### config.mk
export PLATFORM = sky130hd
export DESIGN_NAME = insn_predecode
export DESIGN_NICKNAME = d
export VERILOG_FILES = /design/src/rtl/insn_predecode_pkg.sv /design/src/rtl/insn_predecode_ctrl.sv /design/src/rtl/insn_predecode_dpath.sv /design/src/rtl/insn_predecode.sv
export SDC_FILE = /design/constraint.sdc
export NUM_CORES = 1
export LEC_CHECK = 0
export BUFFER_PORTS_ARGS = -buffer_cell sky130_fd_sc_hd__buf_2
export CAP_MARGIN = 0
export CORE_MARGIN = 2
export CORE_UTILIZATION = 55
export CTS_BUF_LIST = sky130_fd_sc_hd__clkbuf_4 sky130_fd_sc_hd__clkbuf_8
export DETAILED_ROUTE_END_ITERATION = 10
export PLACE_DENSITY = 0.87
export SYNTH_ARGS = -nofsm -noshare
export SYNTH_HDL_FRONTEND = slang
export SYNTH_HIERARCHICAL = 1
export SYNTH_SLANG_ARGS = --single-unit
### constraint.sdc
create_clock -name clk -period 9.13 [get_ports clk]
set_clock_uncertainty 0.15 [all_clocks]
set_input_delay 1.826 -clock clk [delete_from_list [all_inputs] [get_ports clk]]
set_output_delay 1.826 -clock clk [all_outputs]
set_load 0.005 [all_outputs]
### src/rtl/insn_predecode_pkg.sv
package insn_predecode_pkg;

  localparam int DISP_W = 32;
  localparam int IMM_W  = 64;
  localparam int CNT_W  = 4;

  typedef enum logic [3:0] {
    ST_RESET, ST_PREFIX, ST_OP2, ST_OP38, ST_OP3A,
    ST_MODRM, ST_SIB, ST_DISP, ST_IMM, ST_ERR
  } state_t;

  typedef enum logic [1:0] {IMM_NONE, IMM_BYTE, IMM_OPSZ, IMM_ADDR} immClass_t;

  // Strobes from control to datapath for the byte at the current offset.
  typedef struct packed {
    logic       consume;
    logic       setOpSz;
    logic       setAddrSz;
    logic       latchOp;
    logic [1:0] opMap;
    logic       latchModrm;
    logic       latchSib;
    logic       collectDisp;
    logic       collectImm;
    logic       clrCount;
    logic       finish;
  } strobe_t;

  function automatic logic isPrefix(input logic [7:0] b);
    case (b)
      8'h26, 8'h2E, 8'h36, 8'h3E, 8'h64, 8'h65,
      8'h66, 8'h67, 8'hF0, 8'hF2, 8'hF3: return 1'b1;
      default: return 1'b0;
    endcase
  endfunction

  function automatic logic needsModrm(input logic [1:0] map, input logic [7:0] b);
    case (map)
      2'd0: return (b[7:6] == 2'b00 && !b[2]) || b == 8'h69 || b == 8'h6B ||
                   b[7:4] == 4'h8 || b == 8'hC6 || b == 8'hC7;
      2'd1: return b[7:4] == 4'h1 || b[7:4] == 4'h2 || b[7:4] == 4'h4 ||
                   b == 8'hAF || b == 8'hB6 || b == 8'hB7 || b == 8'hBE || b == 8'hBF;
      default: return 1'b1;
    endcase
  endfunction

  function automatic immClass_t immClass(input logic [1:0] map, input logic [7:0] b);
    if (map == 2'd3) return IMM_BYTE;
    if (map == 2'd1) return (b[7:4] == 4'h8) ? IMM_OPSZ : IMM_NONE;
    if (map == 2'd2) return IMM_NONE;
    if (b[7:6] == 2'b00 && b[2:0] == 3'd4) return IMM_BYTE;
    if (b[7:6] == 2'b00 && b[2:0] == 3'd5) return IMM_OPSZ;
    if (b[7:4] == 4'h7 || b[7:3] == 5'b10110) return IMM_BYTE;
    if (b[7:3] == 5'b10111) return IMM_OPSZ;
    if (b[7:2] == 6'b101000) return IMM_ADDR;
    case (b)
      8'h6A, 8'h6B, 8'h80, 8'h82, 8'h83, 8'hC6, 8'hCD, 8'hEB: return IMM_BYTE;
      8'h68, 8'h69, 8'h81, 8'hC7, 8'hE8, 8'hE9:               return IMM_OPSZ;
      default:                                                return IMM_NONE;
    endcase
  endfunction

endpackage

### src/rtl/insn_predecode_ctrl.sv
module insn_predecode_ctrl
  import insn_predecode_pkg::*;
(
  input  logic             clk,
  input  logic             rstN,
  input  logic             byteAvail,
  input  logic [7:0]       curByte,
  input  logic [CNT_W-1:0] collectCnt,
  input  logic             opSzSeen,
  input  logic             addrSzSeen,
  output strobe_t          stb,
  output state_t           state
);

  state_t     nState;
  logic [2:0] dispSize, nDispSize;
  logic [3:0] immSize, nImmSize;
  logic [1:0] modReg, nModReg;
  logic       doOp;
  logic [1:0] mapSel;
  logic [2:0] tailDisp;
  logic       doTail;
  logic [3:0] opImm;

  always_comb begin
    case (immClass(mapSel, curByte))
      IMM_BYTE: opImm = 4'd1;
      IMM_OPSZ: opImm = opSzSeen ? 4'd2 : 4'd4;
      IMM_ADDR: opImm = addrSzSeen ? 4'd4 : 4'd8;
      default:  opImm = 4'd0;
    endcase
  end

  always_comb begin
    stb       = '0;
    nState    = state;
    nDispSize = dispSize;
    nImmSize  = immSize;
    nModReg   = modReg;
    doOp      = 1'b0;
    mapSel    = 2'd0;
    doTail    = 1'b0;
    tailDisp  = 3'd0;
    if (state == ST_RESET) begin
      nState = ST_PREFIX;
    end else if (byteAvail) begin
      stb.consume = 1'b1;
      case (state)
        ST_PREFIX: begin
          if (isPrefix(curByte)) begin
            stb.setOpSz   = (curByte == 8'h66);
            stb.setAddrSz = (curByte == 8'h67);
          end else if (curByte == 8'h0F) begin
            nState = ST_OP2;
          end else begin
            doOp = 1'b1;
          end
        end
        ST_OP2: begin
          if (curByte == 8'h38)      nState = ST_OP38;
          else if (curByte == 8'h3A) nState = ST_OP3A;
          else begin
            doOp = 1'b1;
            mapSel = 2'd1;
          end
        end
        ST_OP38: begin doOp = 1'b1; mapSel = 2'd2; end
        ST_OP3A: begin doOp = 1'b1; mapSel = 2'd3; end
        ST_MODRM: begin
          stb.latchModrm = 1'b1;
          nModReg = curByte[7:6];
          if (curByte[7:6] != 2'b11 && curByte[2:0] == 3'd4) begin
            nState = ST_SIB;
          end else begin
            doTail = 1'b1;
            if (curByte[7:6] == 2'b01)      tailDisp = 3'd1;
            else if (curByte[7:6] == 2'b10) tailDisp = 3'd4;
            else if (curByte[7:6] == 2'b00 && curByte[2:0] == 3'd5) tailDisp = 3'd4;
          end
        end
        ST_SIB: begin
          stb.latchSib = 1'b1;
          doTail = 1'b1;
          if (modReg == 2'b01)      tailDisp = 3'd1;
          else if (modReg == 2'b10) tailDisp = 3'd4;
          else if (curByte[2:0] == 3'd5) tailDisp = 3'd4;
        end
        ST_DISP: begin
          stb.collectDisp = 1'b1;
          if (collectCnt + 4'd1 == {1'b0, dispSize}) begin
            stb.clrCount = 1'b1;
            if (immSize != 4'd0) nState = ST_IMM;
            else begin
              stb.finish = 1'b1;
              nState = ST_PREFIX;
            end
          end
        end
        ST_IMM: begin
          stb.collectImm = 1'b1;
          if (collectCnt + 4'd1 == immSize) begin
            stb.clrCount = 1'b1;
            stb.finish   = 1'b1;
            nState       = ST_PREFIX;
          end
        end
        default: begin
          stb.consume = 1'b0;
          nState = ST_ERR;
        end
      endcase

      if (doOp) begin
        stb.latchOp = 1'b1;
        stb.opMap   = mapSel;
        nImmSize    = opImm;
        if (needsModrm(mapSel, curByte)) nState = ST_MODRM;
        else if (opImm != 4'd0)          nState = ST_IMM;
        else begin
          stb.finish = 1'b1;
          nState = ST_PREFIX;
        end
      end

      if (doTail) begin
        nDispSize = tailDisp;
        if (tailDisp != 3'd0)      nState = ST_DISP;
        else if (immSize != 4'd0)  nState = ST_IMM;
        else begin
          stb.finish = 1'b1;
          nState = ST_PREFIX;
        end
      end
    end
  end

  always_ff @(posedge clk) begin
    if (!rstN) begin
      state    <= ST_RESET;
      dispSize <= '0;
      immSize  <= '0;
      modReg   <= '0;
    end else begin
      state    <= nState;
      dispSize <= nDispSize;
      immSize  <= nImmSize;
      modReg   <= nModReg;
    end
  end

endmodule

### src/rtl/insn_predecode_dpath.sv
module insn_predecode_dpath
  import insn_predecode_pkg::*;
#(
  parameter int WORD_BYTES = 8,
  parameter int AW         = 32,
  parameter int LEN_W      = 5,
  localparam int WORD_W    = 8 * WORD_BYTES,
  localparam int OFF_W     = $clog2(WORD_BYTES)
) (
  input  logic              clk,
  input  logic              rstN,
  input  logic              fetchValid,
  input  logic [AW-1:0]     fetchAddr,
  input  logic [WORD_W-1:0] fetchData,
  input  logic [AW-1:0]     startPc,
  input  strobe_t           stb,
  output logic              fetchReady,
  output logic              byteAvail,
  output logic [7:0]        curByte,
  output logic [CNT_W-1:0]  collectCnt,
  output logic              opSzSeen,
  output logic              addrSzSeen,
  output logic              instDone,
  output logic [LEN_W-1:0]  instLen,
  output logic [AW-1:0]     nextPc,
  output logic              opSizeOvr,
  output logic              addrSizeOvr,
  output logic [1:0]        opMap,
  output logic [7:0]        opcode,
  output logic              hasModrm,
  output logic [7:0]        modrm,
  output logic              hasSib,
  output logic [7:0]        sib,
  output logic [DISP_W-1:0] disp,
  output logic [IMM_W-1:0]  imm
);

  logic [WORD_W-1:0] wordBuf;
  logic              wordValid;
  logic [AW-1:0]     baseAddr, origPc, orgNow, lenFull;
  logic [OFF_W-1:0]  offset;
  logic [OFF_W:0]    nextOff;
  logic              instActive;

  // Working field registers and their next values.
  logic              wOpSz, wAddrSz, nOpSz, nAddrSz;
  logic [1:0]        wMap, nMap;
  logic [7:0]        wOp, nOp, wModrm, nModrm, wSib, nSib;
  logic              wHasM, nHasM, wHasS, nHasS;
  logic [DISP_W-1:0] wDisp, nDisp;
  logic [IMM_W-1:0]  wImm, nImm;

  assign fetchReady = !wordValid;
  assign byteAvail  = wordValid;
  assign curByte    = wordBuf[{offset, 3'b000} +: 8];
  assign nextOff    = {1'b0, offset} + 1'b1;
  assign opSzSeen   = wOpSz;
  assign addrSzSeen = wAddrSz;
  assign orgNow     = instActive ? origPc : baseAddr + AW'(offset);
  assign lenFull    = baseAddr + AW'(nextOff) - orgNow;

  always_comb begin
    nOpSz   = wOpSz | stb.setOpSz;
    nAddrSz = wAddrSz | stb.setAddrSz;
    nMap    = stb.latchOp ? stb.opMap : wMap;
    nOp     = stb.latchOp ? curByte : wOp;
    nHasM   = wHasM | stb.latchModrm;
    nModrm  = stb.latchModrm ? curByte : wModrm;
    nHasS   = wHasS | stb.latchSib;
    nSib    = stb.latchSib ? curByte : wSib;
    nDisp   = stb.collectDisp ? wDisp | (DISP_W'(curByte) << {collectCnt[1:0], 3'b000}) : wDisp;
    nImm    = stb.collectImm ? wImm | (IMM_W'(curByte) << {collectCnt[2:0], 3'b000}) : wImm;
  end

  always_ff @(posedge clk) begin
    if (!rstN) begin
      wordBuf    <= '0;
      wordValid  <= 1'b0;
      baseAddr   <= '0;
      offset     <= '0;
      instActive <= 1'b0;
      origPc     <= '0;
      collectCnt <= '0;
      {wOpSz, wAddrSz, wMap, wOp, wHasM, wModrm, wHasS, wSib, wDisp, wImm} <= '0;
      instDone   <= 1'b0;
      instLen    <= '0;
      nextPc     <= '0;
      {opSizeOvr, addrSizeOvr, opMap, opcode, hasModrm, modrm, hasSib, sib, disp, imm} <= '0;
    end else begin
      instDone <= stb.finish;
      if (fetchValid && fetchReady) begin
        wordBuf   <= fetchData;
        wordValid <= 1'b1;
        baseAddr  <= fetchAddr;
        offset    <= (fetchAddr < startPc) ? OFF_W'(startPc - fetchAddr) : '0;
      end else if (stb.consume) begin
        if (nextOff == (OFF_W + 1)'(WORD_BYTES)) begin
          wordValid <= 1'b0;
          offset    <= '0;
          baseAddr  <= baseAddr + AW'(WORD_BYTES);
        end else begin
          offset <= nextOff[OFF_W-1:0];
        end
      end

      if (stb.clrCount) collectCnt <= '0;
      else if (stb.collectDisp || stb.collectImm) collectCnt <= collectCnt + 1'b1;

      if (stb.finish) begin
        instActive <= 1'b0;
        instLen    <= LEN_W'(lenFull);
        nextPc     <= orgNow + lenFull;
        {opSizeOvr, addrSizeOvr, opMap, opcode, hasModrm, modrm, hasSib, sib, disp, imm}
          <= {nOpSz, nAddrSz, nMap, nOp, nHasM, nModrm, nHasS, nSib, nDisp, nImm};
        {wOpSz, wAddrSz, wMap, wOp, wHasM, wModrm, wHasS, wSib, wDisp, wImm} <= '0;
      end else begin
        if (stb.consume && !instActive) begin
          instActive <= 1'b1;
          origPc     <= orgNow;
        end
        {wOpSz, wAddrSz, wMap, wOp, wHasM, wModrm, wHasS, wSib, wDisp, wImm}
          <= {nOpSz, nAddrSz, nMap, nOp, nHasM, nModrm, nHasS, nSib, nDisp, nImm};
      end
    end
  end

endmodule

### src/rtl/insn_predecode.sv
module insn_predecode
  import insn_predecode_pkg::*;
#(
  parameter int WORD_BYTES = 8,
  parameter int AW         = 32,
  parameter int LEN_W      = 5,
  localparam int WORD_W    = 8 * WORD_BYTES
) (
  input  logic              clk,
  input  logic              rstN,
  input  logic              fetchValid,
  output logic              fetchReady,
  input  logic [AW-1:0]     fetchAddr,
  input  logic [WORD_W-1:0] fetchData,
  input  logic [AW-1:0]     startPc,
  output logic              needMore,
  output logic              instDone,
  output logic [LEN_W-1:0]  instLen,
  output logic [AW-1:0]     nextPc,
  output logic              opSizeOvr,
  output logic              addrSizeOvr,
  output logic [1:0]        opMap,
  output logic [7:0]        opcode,
  output logic              hasModrm,
  output logic [7:0]        modrm,
  output logic              hasSib,
  output logic [7:0]        sib,
  output logic [31:0]       disp,
  output logic [63:0]       imm
);

  strobe_t          stb;
  state_t           fsmState;
  logic             byteAvail, opSzSeen, addrSzSeen, fsmInError;
  logic [7:0]       curByte;
  logic [CNT_W-1:0] collectCnt;

  assign needMore   = !byteAvail;
  assign fsmInError = (fsmState == ST_ERR);

  insn_predecode_ctrl u_ctrl (
    .clk(clk), .rstN(rstN), .byteAvail(byteAvail), .curByte(curByte),
    .collectCnt(collectCnt), .opSzSeen(opSzSeen), .addrSzSeen(addrSzSeen),
    .stb(stb), .state(fsmState)
  );

  insn_predecode_dpath #(.WORD_BYTES(WORD_BYTES), .AW(AW), .LEN_W(LEN_W)) u_dpath (
    .clk(clk), .rstN(rstN), .fetchValid(fetchValid), .fetchAddr(fetchAddr),
    .fetchData(fetchData), .startPc(startPc), .stb(stb), .fetchReady(fetchReady),
    .byteAvail(byteAvail), .curByte(curByte), .collectCnt(collectCnt),
    .opSzSeen(opSzSeen), .addrSzSeen(addrSzSeen), .instDone(instDone),
    .instLen(instLen), .nextPc(nextPc), .opSizeOvr(opSizeOvr),
    .addrSizeOvr(addrSizeOvr), .opMap(opMap), .opcode(opcode),
    .hasModrm(hasModrm), .modrm(modrm), .hasSib(hasSib), .sib(sib),
    .disp(disp), .imm(imm)
  );

endmodule

==> metrics.txt <==
First-pass DRT Iterations=7; reg2reg start=u_dpath/offset[0]; Leak=around 11 nW; dpl ws=1780 ps; cts hold-fix bufs=0; FILL cells=around 3300; antenna violations before repair=0; vias in the first global route=19400; layout cell share with drive strength beyond 1=17.6%; worst-path fanout max=22; Reg area=~8800 µm²; Die Wd=slightly above 200 µm; All-Layer GR Usage=27.7%; fmax=0.135 GHz; HPWL after DPL=between 40000 and 50000 µm; pin count of the biggest net entering global routing=227; Finish-stage setup viols=0; Worst Max-Slew Pin Slew=~1300 ps; Critical Path Start Type=register; num ports=about 300; clock sink total=around 440; Hold Startpoint=u_dpath/nextPc[29]; post-synth top area share=a little under 40%; root buffer cell=clkbuf_8; DR vias=20000; die area=roughly 42000 µm²; WL final=approximately 60000 µm; die span in y=between 200 and 250 µm; MaxCap Viol Count=0; CTS tree=done; Netlist cell types=roughly 100; slowest cell delay on critical path=between 400 and 500 ps; Post-synth EDFFs=0; area of the multi-input gates=about 12000 µm²; final period utilization=between 80% and 90%; routed wl met2=~28000 µm; # nets final=between 3000 and 4000; postcts setup bufs=0; Yosys top cell by area=dfxtp_1; Tmin final=roughly 7400 ps; Pwr Density=roughly 220 nW/µm²; final critical-path setup slack=1710 ps; DRT iter0 DRCs=1657; post-synthesis sequential area ratio=approximately 39%; RSZ-0062 raised after global routing=no; YS warnings=6; Worst setup EP type=register; total gr overflow=0; Rel. slew slack=between 15 and 20%; worst vdd ir=~160 µV; Initial Utilization=between 50% and 60%; H-Tree Depth=3; Cell Rows=73; DRT met1 WL=about 26000 µm; status=finished, final reports clean; final hold viol count=0; WL/cell=around 17 µm; Worst-path clk slew=about 60 ps; port buffer count=296; syn_area_per_cell=around 8.3 µm²; vias per cell=5.75; top post-synthesis cells by area=dfxtp_1 39%, nor2_1 7.0%, ha_1 6.3%, a21oi_1 5.4%, nand2_1 5.2%; required time of the worst setup path=around 9500 ps; Syn Inst Count=2671; cts bufs inserted=between 70 and 80; utilization after layout=between 60 and 70%; DRC=0; Main synth FF type=dfxtp_1; setup_tns=0 ps; Slew Limit Fails=0; critical path's most frequent cell=ha_1; Post-Syn Nets=slightly below 3000; HP Class=reg2reg; Synth top cells by count=438 x dfxtp_1, 412 x nor2_1, 310 x nand2_1, 241 x a21oi_1, 143 x clkbuf_1; crit path from=u_dpath/offset[0]; Async SR Flop Fraction=0%; antenna viol nets, final=0; Crit Path Class=reg2reg; CTS resizes=0; most frequent cell after synthesis=dfxtp_1; RePlAce Congestion=between 0.9 and 1; metal3 WL=roughly 3800 µm; Max Used Layer=met4; worst path arrival time=about 7800 ps; core area=about 40000 µm²; synthesized cell area=22200 µm²; worst skew pair latency=around 650 ps; FF+latch count, synth=438; Bufs on Longest Clock Path=3; first-pass GRT wire length=95600 µm; Layout area overhead=15.6%; CP max-delay cell=fa_1
[kinds of logic (layout without fill, tap and decap cells)]
group | count (synthesis) | in the layout | share of synthesized area [%]
other cells | 0 | 1 | 0
fa+ha+maj | 122 | 122 | 7.08
mux | 69 | 69 | 4.09
compound gates | 654 | 654 | 19.5
simple gates | 988 | 988 | 20.0
flops | 438 | 438 | 39.5
xor+xnor | 131 | 131 | 5.27
buf+inv | 269 | 557 | 4.58
[flip-flops by register name (all words and copies together) (netlist names), 3 cells and up]
signal	count
u_dpath/opcode	8
u_dpath/imm	64
u_dpath/nextPc	32
u_dpath/wModrm	8
u_dpath/collectCnt	4
u_dpath/origPc	31
u_dpath/sib	8
u_ctrl/immSize	4
u_dpath/instLen	5
u_dpath/offset	3
u_ctrl/state	4
u_dpath/wOp	8
u_dpath/disp	32
u_dpath/wDisp	32
u_dpath/wordBuf	64
u_dpath/wSib	8
u_dpath/modrm	8
u_dpath/wImm	64
u_dpath/baseAddr	32
[placed cells by master (no fill, tap or decap), types with 8 or more instances in the layout]
| cell type | instances |
|---|---|
| dfxtp_1 | 437 |
| nor2_1 | 411 |
| nand2_1 | 309 |
| buf_2 | 296 |
| a21oi_1 | 240 |
| o21ai_0 | 112 |
| ha_1 | 111 |
| inv_1 | 106 |
| a211oi_1 | 105 |
| clkbuf_8 | 100 |
| xnor2_1 | 77 |
| xor2_1 | 52 |
| mux2i_1 | 47 |
| nor3_1 | 44 |
| o211a_1 | 40 |
| nor2b_1 | 29 |
| nand3_1 | 27 |
| a21o_1 | 26 |
| nand2b_1 | 24 |
| and2_1 | 24 |
| and3_1 | 22 |
| buf_4 | 20 |
| nand4_1 | 20 |
| mux4_2 | 16 |
| clkbuf_4 | 15 |
| or3_1 | 15 |
| o21a_1 | 12 |
| o211ai_1 | 11 |
| a31oi_1 | 11 |
| nor4_1 | 10 |
| a311oi_1 | 10 |
| o21bai_1 | 8 |
[per-layer routing]
layer / vias to the layer above / GRT usage, %
li1: 9724 / -
met1: 9404 / 34.9
met2: 750 / 46.9
met3: 148 / 4.72
met4: 0 / 11.6
met5: - / 0
[through the flow]
stage	instances	instance area, µm²	total power, mW	hold WS (ps)
after floorplan	2671	22200	3.30	272
after global placement	3351	24000	3.64	281
after detailed placement	3351	24000	3.70	286
after CTS	3484	25700	5.68	300
after global routing	3484	25700	5.95	315
final	3485	25700	5.66	295
[power by group]
part	internal [mW]	total, mW	switching [mW]
sequential	1.99	2.08	0.0832
combinational	0.662	1.61	0.949
clock	1.16	1.98	0.813
[final timing paths]
kind	to	slack, ps	depth (start not counted)
worst max-delay path	u_dpath/nextPc[30]	1710	32
worst min-delay path	u_dpath/nextPc[29]	300	2
worst max register to register	u_dpath/nextPc[30]	1710	32
worst min register to register	u_dpath/nextPc[29]	300	2
[critical path: cells and delay by family, from the launching register on]
family	cells	cell delay, ps
AO/OA/AOI/OAI	8	1690
adder cells (fa/ha/maj)	5	1740
AND/OR/NAND/NOR	14	2510
multiplexers	1	130
XOR/XNOR	2	350
flip-flops	1	300
buffers and inverters	2	410
[cell type report]
type	instances	share of cell area, %
clock buffers	115	5.80
flip-flops and latches	438	34.2
repair buffers	317	6.43
multi-input cells	1964	48.6
diodes	1	0.00975
inverters	107	1.58
well taps	525	2.56
clock inverters	18	0.887
Power figures use the tool's default switching activity.
